`config.mk`:
```
export PLATFORM = sky130hd
export DESIGN_NAME = wt_snoop_cache
export DESIGN_NICKNAME = d
export VERILOG_FILES = /design/src/rtl/wt_cache_pkg.sv /design/src/rtl/wt_line_store.sv /design/src/rtl/wt_snoop_probe.sv /design/src/rtl/wt_cache_ctrl.sv /design/src/rtl/wt_snoop_cache.sv
export SDC_FILE = /design/constraint.sdc
export NUM_CORES = 2
export LEC_CHECK = 0
export ABC_AREA = 1
export BUFFER_PORTS_ARGS = -buffer_cell sky130_fd_sc_hd__buf_4
export CORE_UTILIZATION = 50
export CTS_CLUSTER_SIZE = 8
export DETAILED_ROUTE_END_ITERATION = 16
export PLACE_DENSITY_LB_ADDON = 0.05
export SLEW_MARGIN = 40
export SYNTH_ARGS = -nofsm -noshare
export SYNTH_HDL_FRONTEND = slang
export SYNTH_HIERARCHICAL = 1
export SYNTH_SLANG_ARGS = --single-unit
```
`constraint.sdc`:
```
create_clock -name clk -period 6.5 [get_ports clk]
set_input_delay 0.325 -clock clk [delete_from_list [all_inputs] [get_ports clk]]
set_output_delay 0.325 -clock clk [all_outputs]
set_load 0.005 [all_outputs]
```
`src/rtl/wt_cache_pkg.sv`:
```
`timescale 1ns/1ps
package wt_cache_pkg;
    typedef enum logic [1:0] {
        ST_IDLE  = 2'd0,
        ST_FILL  = 2'd1,
        ST_WRITE = 2'd2
    } cstate_e;
endpackage

```
`src/rtl/wt_line_store.sv`:
```
`timescale 1ns/1ps
module wt_line_store #(
    parameter int IDX_W  = 6,
    parameter int TAG_W  = 16,
    parameter int OFF_W  = 2,
    parameter int DATA_W = 8
) (
    input  logic                          clk,
    input  logic                          rst_n,
    input  logic [IDX_W-1:0]              lk_idx,
    output logic                          lk_valid,
    output logic [TAG_W-1:0]              lk_tag,
    output logic [(DATA_W<<OFF_W)-1:0]    lk_line,
    input  logic [IDX_W-1:0]              sn_idx,
    output logic                          sn_valid,
    output logic [TAG_W-1:0]              sn_tag,
    input  logic                          wr_en,
    input  logic [IDX_W-1:0]              wr_idx,
    input  logic [OFF_W-1:0]              wr_off,
    input  logic [DATA_W-1:0]             wr_byte,
    input  logic                          set_en,
    input  logic [IDX_W-1:0]              set_idx,
    input  logic [TAG_W-1:0]              set_tag,
    input  logic                          clr_en,
    input  logic [IDX_W-1:0]              clr_idx,
    input  logic                          kill_en,
    input  logic [IDX_W-1:0]              kill_idx
);
    localparam int LINES = 1 << IDX_W;
    localparam int NLANE = 1 << OFF_W;

    logic [LINES-1:0] valid_d, valid_q;
    logic [TAG_W-1:0] tag_q [LINES];

    // later assignments win: a snoop kill overrides a tag install
    always_comb begin
        valid_d = valid_q;
        if (set_en)  valid_d[set_idx]  = 1'b1;
        if (clr_en)  valid_d[clr_idx]  = 1'b0;
        if (kill_en) valid_d[kill_idx] = 1'b0;
    end

    always_ff @(posedge clk or negedge rst_n) begin
        if (!rst_n) valid_q <= '0;
        else        valid_q <= valid_d;
    end

    always_ff @(posedge clk) begin
        if (set_en) tag_q[set_idx] <= set_tag;
    end

    for (genvar L = 0; L < NLANE; L++) begin : g_lane
        logic [DATA_W-1:0] lane_q [LINES];
        always_ff @(posedge clk) begin
            if (wr_en && wr_off == OFF_W'(L)) lane_q[wr_idx] <= wr_byte;
        end
        assign lk_line[L*DATA_W +: DATA_W] = lane_q[lk_idx];
    end

    assign lk_valid = valid_q[lk_idx];
    assign lk_tag   = tag_q[lk_idx];
    assign sn_valid = valid_q[sn_idx];
    assign sn_tag   = tag_q[sn_idx];
endmodule

```
`src/rtl/wt_snoop_probe.sv`:
```
`timescale 1ns/1ps
module wt_snoop_probe #(
    parameter int BLK_W = 22,
    parameter int IDX_W = 6,
    localparam int TAG_W = BLK_W - IDX_W
) (
    input  logic             snp_valid,
    input  logic [BLK_W-1:0] snp_blk,
    output logic [IDX_W-1:0] probe_idx,
    input  logic             line_valid,
    input  logic [TAG_W-1:0] line_tag,
    output logic             kill_en,
    output logic [IDX_W-1:0] kill_idx
);
    always_comb begin
        probe_idx = snp_blk[IDX_W-1:0];
        kill_idx  = probe_idx;
        kill_en   = snp_valid && line_valid && (line_tag == snp_blk[BLK_W-1:IDX_W]);
    end
endmodule

```
`src/rtl/wt_cache_ctrl.sv`:
```
`timescale 1ns/1ps
module wt_cache_ctrl
    import wt_cache_pkg::*;
#(
    parameter int ADDR_W = 24,
    parameter int IDX_W  = 6,
    parameter int OFF_W  = 2,
    parameter int DATA_W = 8,
    localparam int TAG_W = ADDR_W - IDX_W - OFF_W,
    localparam int BLK_W = ADDR_W - OFF_W
) (
    input  logic                       clk,
    input  logic                       rst_n,
    input  logic                       cpu_req,
    input  logic                       cpu_we,
    input  logic [ADDR_W-1:0]          cpu_addr,
    input  logic [DATA_W-1:0]          cpu_wdata,
    output logic [DATA_W-1:0]          cpu_rdata,
    output logic                       cpu_done,
    output logic                       mem_req,
    output logic                       mem_we,
    output logic [ADDR_W-1:0]          mem_addr,
    output logic [DATA_W-1:0]          mem_wdata,
    input  logic [DATA_W-1:0]          mem_rdata,
    input  logic                       mem_rdy,
    input  logic                       snp_valid,
    input  logic [BLK_W-1:0]           snp_blk,
    output logic [IDX_W-1:0]           lk_idx,
    input  logic                       lk_valid,
    input  logic [TAG_W-1:0]           lk_tag,
    input  logic [(DATA_W<<OFF_W)-1:0] lk_line,
    output logic                       wr_en,
    output logic [IDX_W-1:0]           wr_idx,
    output logic [OFF_W-1:0]           wr_off,
    output logic [DATA_W-1:0]          wr_byte,
    output logic                       set_en,
    output logic [IDX_W-1:0]           set_idx,
    output logic [TAG_W-1:0]           set_tag,
    output logic                       clr_en,
    output logic [IDX_W-1:0]           clr_idx
);
    typedef struct packed {
        cstate_e           st;
        logic [OFF_W-1:0]  beat;
        logic [ADDR_W-1:0] addr;
        logic [DATA_W-1:0] wdata;
        logic              poison;
    } ctrl_t;

    ctrl_t q, d;
    logic [ADDR_W-1:0] cur_addr;
    logic              hit, blk_snooped;

    always_comb begin
        d         = q;
        cpu_rdata = '0;
        cpu_done  = 1'b0;
        mem_req   = 1'b0;
        mem_we    = 1'b0;
        mem_addr  = q.addr;
        mem_wdata = q.wdata;
        wr_en     = 1'b0;
        wr_off    = q.beat;
        wr_byte   = mem_rdata;
        set_en    = 1'b0;
        clr_en    = 1'b0;

        cur_addr    = (q.st == ST_IDLE) ? cpu_addr : q.addr;
        lk_idx      = cur_addr[OFF_W +: IDX_W];
        wr_idx      = lk_idx;
        set_idx     = lk_idx;
        clr_idx     = lk_idx;
        set_tag     = cur_addr[ADDR_W-1 -: TAG_W];
        hit         = lk_valid && (lk_tag == cur_addr[ADDR_W-1 -: TAG_W]);
        blk_snooped = snp_valid && (snp_blk == q.addr[ADDR_W-1:OFF_W]);

        unique case (q.st)
            ST_IDLE: begin
                if (cpu_req) begin
                    d.addr = cpu_addr;
                    if (cpu_we) begin
                        d.st    = ST_WRITE;
                        d.wdata = cpu_wdata;
                    end else if (hit) begin
                        cpu_done  = 1'b1;
                        cpu_rdata = lk_line[cpu_addr[OFF_W-1:0]*DATA_W +: DATA_W];
                    end else begin
                        d.st     = ST_FILL;
                        d.beat   = '0;
                        d.poison = 1'b0;
                        clr_en   = 1'b1;
                    end
                end
            end
            ST_FILL: begin
                mem_req  = 1'b1;
                mem_addr = {q.addr[ADDR_W-1:OFF_W], q.beat};
                if (blk_snooped) d.poison = 1'b1;
                if (mem_rdy) begin
                    wr_en = 1'b1;
                    if (q.beat == q.addr[OFF_W-1:0]) begin
                        cpu_done  = 1'b1;
                        cpu_rdata = mem_rdata;
                    end
                    d.beat = q.beat + 1'b1;
                    if (&q.beat) begin
                        d.st   = ST_IDLE;
                        set_en = !q.poison && !blk_snooped;
                    end
                end
            end
            ST_WRITE: begin
                mem_req = 1'b1;
                mem_we  = 1'b1;
                wr_off  = q.addr[OFF_W-1:0];
                wr_byte = q.wdata;
                if (mem_rdy) begin
                    cpu_done = 1'b1;
                    wr_en    = hit;
                    d.st     = ST_IDLE;
                end
            end
            default: d.st = ST_IDLE;
        endcase
    end

    always_ff @(posedge clk or negedge rst_n) begin
        if (!rst_n) q <= '0;
        else        q <= d;
    end
endmodule

```
`src/rtl/wt_snoop_cache.sv`:
```
`timescale 1ns/1ps
module wt_snoop_cache #(
    parameter int ADDR_W = 24,
    parameter int IDX_W  = 6,
    parameter int OFF_W  = 2,
    parameter int DATA_W = 8
) (
    input  logic              clk,
    input  logic              rst_n,
    input  logic              cpu_req,
    input  logic              cpu_we,
    input  logic [ADDR_W-1:0] cpu_addr,
    input  logic [DATA_W-1:0] cpu_wdata,
    output logic [DATA_W-1:0] cpu_rdata,
    output logic              cpu_done,
    output logic              mem_req,
    output logic              mem_we,
    output logic [ADDR_W-1:0] mem_addr,
    output logic [DATA_W-1:0] mem_wdata,
    input  logic [DATA_W-1:0] mem_rdata,
    input  logic              mem_rdy,
    input  logic              snp_valid,
    input  logic [ADDR_W-1:0] snp_addr
);
    localparam int TAG_W  = ADDR_W - IDX_W - OFF_W;
    localparam int BLK_W  = ADDR_W - OFF_W;
    localparam int LINE_W = DATA_W << OFF_W;

    logic [BLK_W-1:0]  snp_blk;
    logic [IDX_W-1:0]  lk_idx, sn_idx, wr_idx, set_idx, clr_idx, kill_idx;
    logic              lk_valid, sn_valid, wr_en, set_en, clr_en, kill_en;
    logic [TAG_W-1:0]  lk_tag, sn_tag, set_tag;
    logic [LINE_W-1:0] lk_line;
    logic [OFF_W-1:0]  wr_off;
    logic [DATA_W-1:0] wr_byte;

    assign snp_blk = snp_addr[ADDR_W-1:OFF_W];

    wt_cache_ctrl #(.ADDR_W(ADDR_W), .IDX_W(IDX_W), .OFF_W(OFF_W), .DATA_W(DATA_W)) u_ctrl (
        .clk, .rst_n, .cpu_req, .cpu_we, .cpu_addr, .cpu_wdata, .cpu_rdata, .cpu_done,
        .mem_req, .mem_we, .mem_addr, .mem_wdata, .mem_rdata, .mem_rdy,
        .snp_valid, .snp_blk, .lk_idx, .lk_valid, .lk_tag, .lk_line,
        .wr_en, .wr_idx, .wr_off, .wr_byte, .set_en, .set_idx, .set_tag,
        .clr_en, .clr_idx
    );

    wt_snoop_probe #(.BLK_W(BLK_W), .IDX_W(IDX_W)) u_probe (
        .snp_valid, .snp_blk, .probe_idx(sn_idx), .line_valid(sn_valid),
        .line_tag(sn_tag), .kill_en, .kill_idx
    );

    wt_line_store #(.IDX_W(IDX_W), .TAG_W(TAG_W), .OFF_W(OFF_W), .DATA_W(DATA_W)) u_store (
        .clk, .rst_n, .lk_idx, .lk_valid, .lk_tag, .lk_line,
        .sn_idx, .sn_valid, .sn_tag, .wr_en, .wr_idx, .wr_off, .wr_byte,
        .set_en, .set_idx, .set_tag, .clr_en, .clr_idx, .kill_en, .kill_idx
    );
endmodule

```
After elaboration in Yosys (flattened, before gate mapping)
Memory sizes are Yosys's and may differ from the RTL's.
Cells that the tools add are included.
Storage, ports and cells
  register bits: 101
  bits in writable memories: 3072
  memories: 5
Operators by class
  $add $sub $neg: 1
  order comparisons: 4
  equal/unequal tests: 17
  shift-type cells: 1
  mux-type cells: 63
  bitwise gates (word level): 5
  reduce and logical (&&, ||, !) cells: 23
Memory list
  u_store.tag_q: words 64, bits a word 16, read ports 2, clocked after memory_dff 0, wr ports 1, RTL line wt_line_store.sv:33  | logic [TAG_W-1:0] tag_q [LINES];
  u_store.g_lane[0].lane_q: words 64, bits a word 8, read ports 1, clocked after memory_dff 0, wr ports 1, RTL line wt_line_store.sv:53  | logic [DATA_W-1:0] lane_q [LINES];
  u_store.g_lane[1].lane_q: words 64, bits a word 8, read ports 1, clocked after memory_dff 0, wr ports 1, RTL line wt_line_store.sv:53
  u_store.g_lane[2].lane_q: words 64, bits a word 8, read ports 1, clocked after memory_dff 0, wr ports 1, RTL line wt_line_store.sv:53
  u_store.g_lane[3].lane_q: words 64, bits a word 8, read ports 1, clocked after memory_dff 0, wr ports 1, RTL line wt_line_store.sv:53
Operators with widths (count)
  two-way mux 64 bit: 3
  bitwise AND 64 bit: 2
  NOT 64 bit: 2
  bitwise OR 64 bit: 1
  two-way mux 8 bit: 7
  two-way mux 37 bit: 1
  two-way mux 1 bit: 33
  equality test 16 bit: 2
  variable part select 32 x 6 -> 8 bit: 1
  two-way mux 24 bit: 1
  equality test 22 bit: 1
  one-hot mux 8 bit (2 select lines): 1
  AND reduction 5 bit: 3
  less-than comparator 6 x 7 -> 1 bit (second input constant): 2
  binary-select mux 1 bit (select 6 bit): 2
  demux 1 bit (select 6 bit): 2
  >= comparator 6 x 1 -> 1 bit (second input constant): 2
  two-way mux 2 bit: 6
  logical AND 1 bit: 11
  != test 2 bit (second input constant): 5
  two-way mux 4 bit: 2
  equality test 2 bit (second input constant): 3
  one-hot mux 2 bit (3 select lines): 1
  equality test 2 x 1 -> 1 bit (second input constant): 2
  other kinds (13): 18

Logic depth before layout (Yosys ltp)
  depth after elaboration: 12
  depth in mapped cells: 31
  depth with buffers taken out: 25

Modules after synthesis
The synthesis kept the hierarchy.
Modules (own cells, without submodules)
  wt_line_store: times used 1, cells each 13390, area an instance 138293.9 µm², sequential area each 93850.0 µm²
  wt_cache_ctrl: times used 1, cells each 604, area an instance 3517.1 µm², sequential area each 925.9 µm²
  wt_snoop_probe: times used 1, cells each 72, area an instance 361.6 µm², sequential area each 0.0 µm²

Least setup slack after synthesis
No wires, ideal clock.
  path kind: reg2reg
  from: register u_ctrl/q[35] (netlist name)
  to: memory u_store.g_lane[0].lane_q[0][0], data pin
  setup time: 0.822 ns
  arrival: 4.127 ns
  data required time: 5.678 ns
  path slack: 1.551 ns
  cell stages (with the launch flop): 7
  path buffers: 1
  clock period less this slack: 4.949 ns
  path through: dfrtp_1 > inv_1 > ha_1 > inv_1 > clkbuf_1 > nand2_1 > nand2_1
On the way
  longest elaborated chain between the ends: 2
Ends and longest elaborated chain
  start: declaration: RTL line wt_cache_ctrl.sv:50  | ctrl_t q, d;
  start signal: assignment: RTL line wt_cache_ctrl.sv:128  | if (!rst_n) q <= '0;
  start signal: assignment: RTL line wt_cache_ctrl.sv:129  | else q <= d;
  equality test 2 bit: RTL line wt_cache_ctrl.sv:77  | unique case (q.st)
  two-way mux 8 bit: RTL line wt_cache_ctrl.sv:77
  via wr_byte[0]: RTL line wt_snoop_cache.sv:35  | logic [DATA_W-1:0] wr_byte;
  end: declaration: RTL line wt_line_store.sv:53
The timed path passes the listed nets, and every way through them passes these cells.

Final worst setup path
  from: register u_ctrl/q[36] (netlist name)
  to: output port cpu_rdata[2]
On the way
  elaborated cells between the ends (all ways): 17
  classes of those cells: eq/ne (2); shift (1); mux (7); reduce/logical (2); memory (5)
RTL lines
  logical NOT 2 bit: RTL line wt_cache_ctrl.sv:68  | cur_addr = (q.st == ST_IDLE) ? cpu_addr : q.addr;
  two-way mux 24 bit: RTL line wt_cache_ctrl.sv:68
  via clr_idx[0]: RTL line wt_snoop_cache.sv:30  | logic [IDX_W-1:0] lk_idx, sn_idx, wr_idx, set_idx, clr_idx, kill_idx;
  memory read (64 x 8 bit)
  via lk_line[18]: RTL line wt_snoop_cache.sv:33  | logic [LINE_W-1:0] lk_line;
  variable part select 32 x 6 -> 8 bit: RTL line wt_cache_ctrl.sv:86  | cpu_rdata = lk_line[cpu_addr[OFF_W-1:0]*DATA_W +: DATA_W];
  two-way mux 8 bit: RTL line wt_cache_ctrl.sv:84  | end else if (hit) begin
  two-way mux 8 bit: RTL line wt_cache_ctrl.sv:81  | if (cpu_we) begin
  two-way mux 8 bit: RTL line wt_cache_ctrl.sv:79  | if (cpu_req) begin
  one-hot mux 8 bit (2 select lines): RTL line wt_cache_ctrl.sv:77
  end: declaration: RTL line wt_snoop_cache.sv:14  | output logic [DATA_W-1:0] cpu_rdata,
The timed path passes the listed nets, and every way through them passes these cells. The select of a mux whose other input is x is not followed.

==> impl_metrics.csv <==
group,metric,value,unit
synth,synthMostInstantiatedCell,"nand2_1",
setup_path,cp_max_fo,150,
clock_network,clock-sinks,3173,
synth,synth_top_area_share,64.9,%
clock_network,clk_path_buf_depth,4,
placement,port_buffers,110,
clock_network,cts_tree,"done",
synth,synth_nets,14100,
clock_network,cts_buffers,436,
synth,synth_edf_count,3072,
setup_path,crit_path_end_kind,"primary output",
timing,relSlewSlack,35.4,%
route,drtAntennaViolNets,0,
route,drc,0,
timing,final_hold_viol_count,0,
global_route,globalRoute.totalOverflow,0,
placement,place_hpwl,273000,um
synth,synthArstFlopShare,3.18,%
setup_path,critPathLaunchType,"flop",
timing,setup_viol,0,
setup_path,cp.required,6170,ps
pwr,power_density,451,nW/um2
timing,setup_tns,0,ps
synth,syn_area,142000,um2
timing,max_clock_freq,157,MHz
synth,synth_cell_types,32,
global_route,grt_pass1_wl,688000,um
synth,synth_top_area_cell,"edfxtp_1",
route,via_count,109000,
timing,slew_violations,0,
worst_hold_path,hp-class,"in -> reg",
timing,rsz0062_at_grt,"no",
route,wl_per_cell,26.1,um
job,drv_cap,0,
synth,avgSynthCellArea,10.1,um2
clock_network,clk_pin_slew,60,ps
route,via_per_inst,6.03,
synth,yosysSeqAreaShare,66.7,%
placement,place.gp.congestion,0.932,
global_route,grtUsageTotal,32.5,%
layout,nets,14300,
floorplanning,die_area,286000,um2
global_route,antenna_found_initial,12,
timing,skew,77.9,ps
layout,drive_gt1_share,9.20,%
timing,post-route-min-period,6360,ps
timing,worst_slew_pin_slew,966,ps
placement,dpl_cell_area,149000,um2
layout,final_area,162000,um2
layout,instances_no_fill,18100,
floorplanning,core_area,283000,um2
floorplanning,fp.dieW,535,um
synth,synthCells,14100,
layout,post-route-util,57.3,%
setup_path,criticalPathCategory,"reg -> out",
floorplanning,die_y,535,um
clock_network,clock-root-buffer,"clkbuf_16",
clock_network,clock_latency,980,ps
synth,synthTopCellsByArea,"edfxtp_1 65%, nand2_1 14%, nand3_1 14%",
clock_network,ctsHtreeMaxLevel,5,
route,totalWireLength,473000,um
synth,yosysWarnings,6,
timing,finalCritPeriodShare,97.9,%
floorplanning,rows,195,
route,drtPass1Iterations,9,
floorplanning,ios,113,
pwr,leakagePower,0.0603,uW
global_route,grt_pass1_vias,104000,
global_route,grt_max_degree,187,
synth,synthFlopType,"edfxtp_1",
pwr,finalPower,73100,uW
synth,ys_seq_elements,3173,
layout,areaGrowthSynthToFinish,14.0,%
outcome,outcome,"finished clean",
pwr,vdd_drop_max,0.000443,V
floorplanning,start_util,50.3,%
route,drt-initial-drc-count,14200,
synth,yosys-top-cells-count,"5222 x nand2_1, 3858 x nand3_1, 3072 x edfxtp_1",
placement,placed_cells,17500,
setup_path,cp.arrival,6040,ps
==> critical path, stage by stage, from the launching register on <==
cell and delay [ps]:
dfrtp_1 410, inv_1 100, ha_2 380, o21ai_4 230, inv_8 310, buf_12 480, buf_16 420, nand2_1 110
nand3_1 110, nand3_1 110, nand3_1 190, nand3_1 190, nand2_1 270, nand2_1 130, nand2_1 280, nand2_1 90
a32o_1 300, buf_12 150, o21ai_1 140, buf_4 130
==> where the power goes <==
group          switching, uW  internal [uW]
Sequential               132          24800
Clock                   8230          12000
Combinational          21100           6850
Total                  29500          43700
==> metrics by stage <==
step	hold slack [ps]	worst slack (ps)
final	91.4	138
after global routing	106	3.55
after CTS	60.8	19.7
after detailed placement	449	870
after global placement	432	859
after floorplan	29.4	1550
==> layout by cell type, fill, tap and decap left out, types with 3 or more instances in the layout <==
| cell type | count |
|---|---|
| clkbuf_1 | 67 |
| o21ai_0 | 29 |
| nand3_1 | 3854 |
| nor3_1 | 24 |
| clkinv_8 | 5 |
| buf_4 | 565 |
| o21ai_1 | 9 |
| inv_16 | 6 |
| dlygate4sd3_1 | 53 |
| buf_16 | 28 |
| inv_2 | 6 |
| a221oi_1 | 65 |
| inv_1 | 118 |
| diode_2 | 5 |
| nor2_2 | 35 |
| nand2_1 | 5198 |
| ha_1 | 4 |
| dfrtp_1 | 101 |
| xnor2_1 | 7 |
| o21ai_4 | 6 |
| buf_8 | 11 |
| o22ai_1 | 3 |
| nor2_4 | 36 |
| buf_12 | 85 |
| clkbuf_16 | 443 |
| nor3_2 | 20 |
| a32o_1 | 8 |
| nand3_4 | 5 |
| inv_6 | 8 |
| edfxtp_1 | 3072 |
| nand2_4 | 7 |
| nor2_1 | 386 |
| buf_6 | 14 |
| inv_8 | 6 |
| nand2_2 | 18 |
| a21oi_1 | 14 |
==> layout make-up <==
| class | count | area, um2 |
|---|---|---|
| Multi-Input combinational cell | 9740 | 42700 |
| Antenna cell | 5 | 12.5 |
| Clock buffer | 509 | 11300 |
| Inverter | 135 | 568 |
| Tap cell | 3743 | 4680 |
| Clock inverter | 23 | 345 |
| Sequential cell | 3173 | 94800 |
| Timing Repair Buffer | 757 | 7590 |
| Fill cell | 23600 | 121000 |
==> path summary, 6_finish.rpt <==
check | endpoint | cells after the start | slack, ps | start
min in group asynchronous | u_store/valid_q[29] | 3 | 550 | rst_n
max in group asynchronous | u_ctrl/mem_wdata[3] | 4 | 4980 | rst_n
setup / recovery | cpu_rdata[2] | 19 | 140 | u_ctrl/q[36]
setup reg to reg | u_store/g_lane[2].lane_q[58][0] | 24 | 600 | u_ctrl/q[36]
hold reg to reg | u_ctrl/q[9] | 2 | 500 | u_ctrl/q[9]
hold / removal | u_ctrl/q[9] | 3 | 90 | cpu_addr[0]
==> registers in the layout, indices dropped and copies added (netlist names) <==
register,count
u_store/g_lane.lane_q,2048
u_ctrl/q,29
u_store/tag_q,1024
u_store/valid_q,64
u_ctrl/mem_wdata,8
==> what timing repair did <==
| action | in CTS | in global routing |
|---|---|---|
| hold endpoints to repair | 105 | 21 |
| buffers inserted | 0 | 0 |
| gates cloned | 0 | 1 |
| hold buffers | 51 | 2 |
| endpoints found under the setup margin | 8 | 8 |
| gates resized for setup | 2 | 4 |
| pin swaps | 0 | 1 |
==> logic make-up after synthesis <==
kind of cell,Yosys count,synth area share [%]
compound gates,137,0.686
xor+xnor,9,0.0554
fa+ha+maj,5,0.0440
buf+inv,1153,3.77
flops,3173,66.7
simple gates,9589,28.8
==> metal layers <==
metal,wire [um],GRT usage [%],up-vias
met1,181000,43.0,52700
met3,46000,5.44,1221
met2,216000,51.0,6154
met4,29300,18.8,12
li1,-,-,49000
met5,87,0,-
Note: power is estimated with default switching activity, not from simulation.
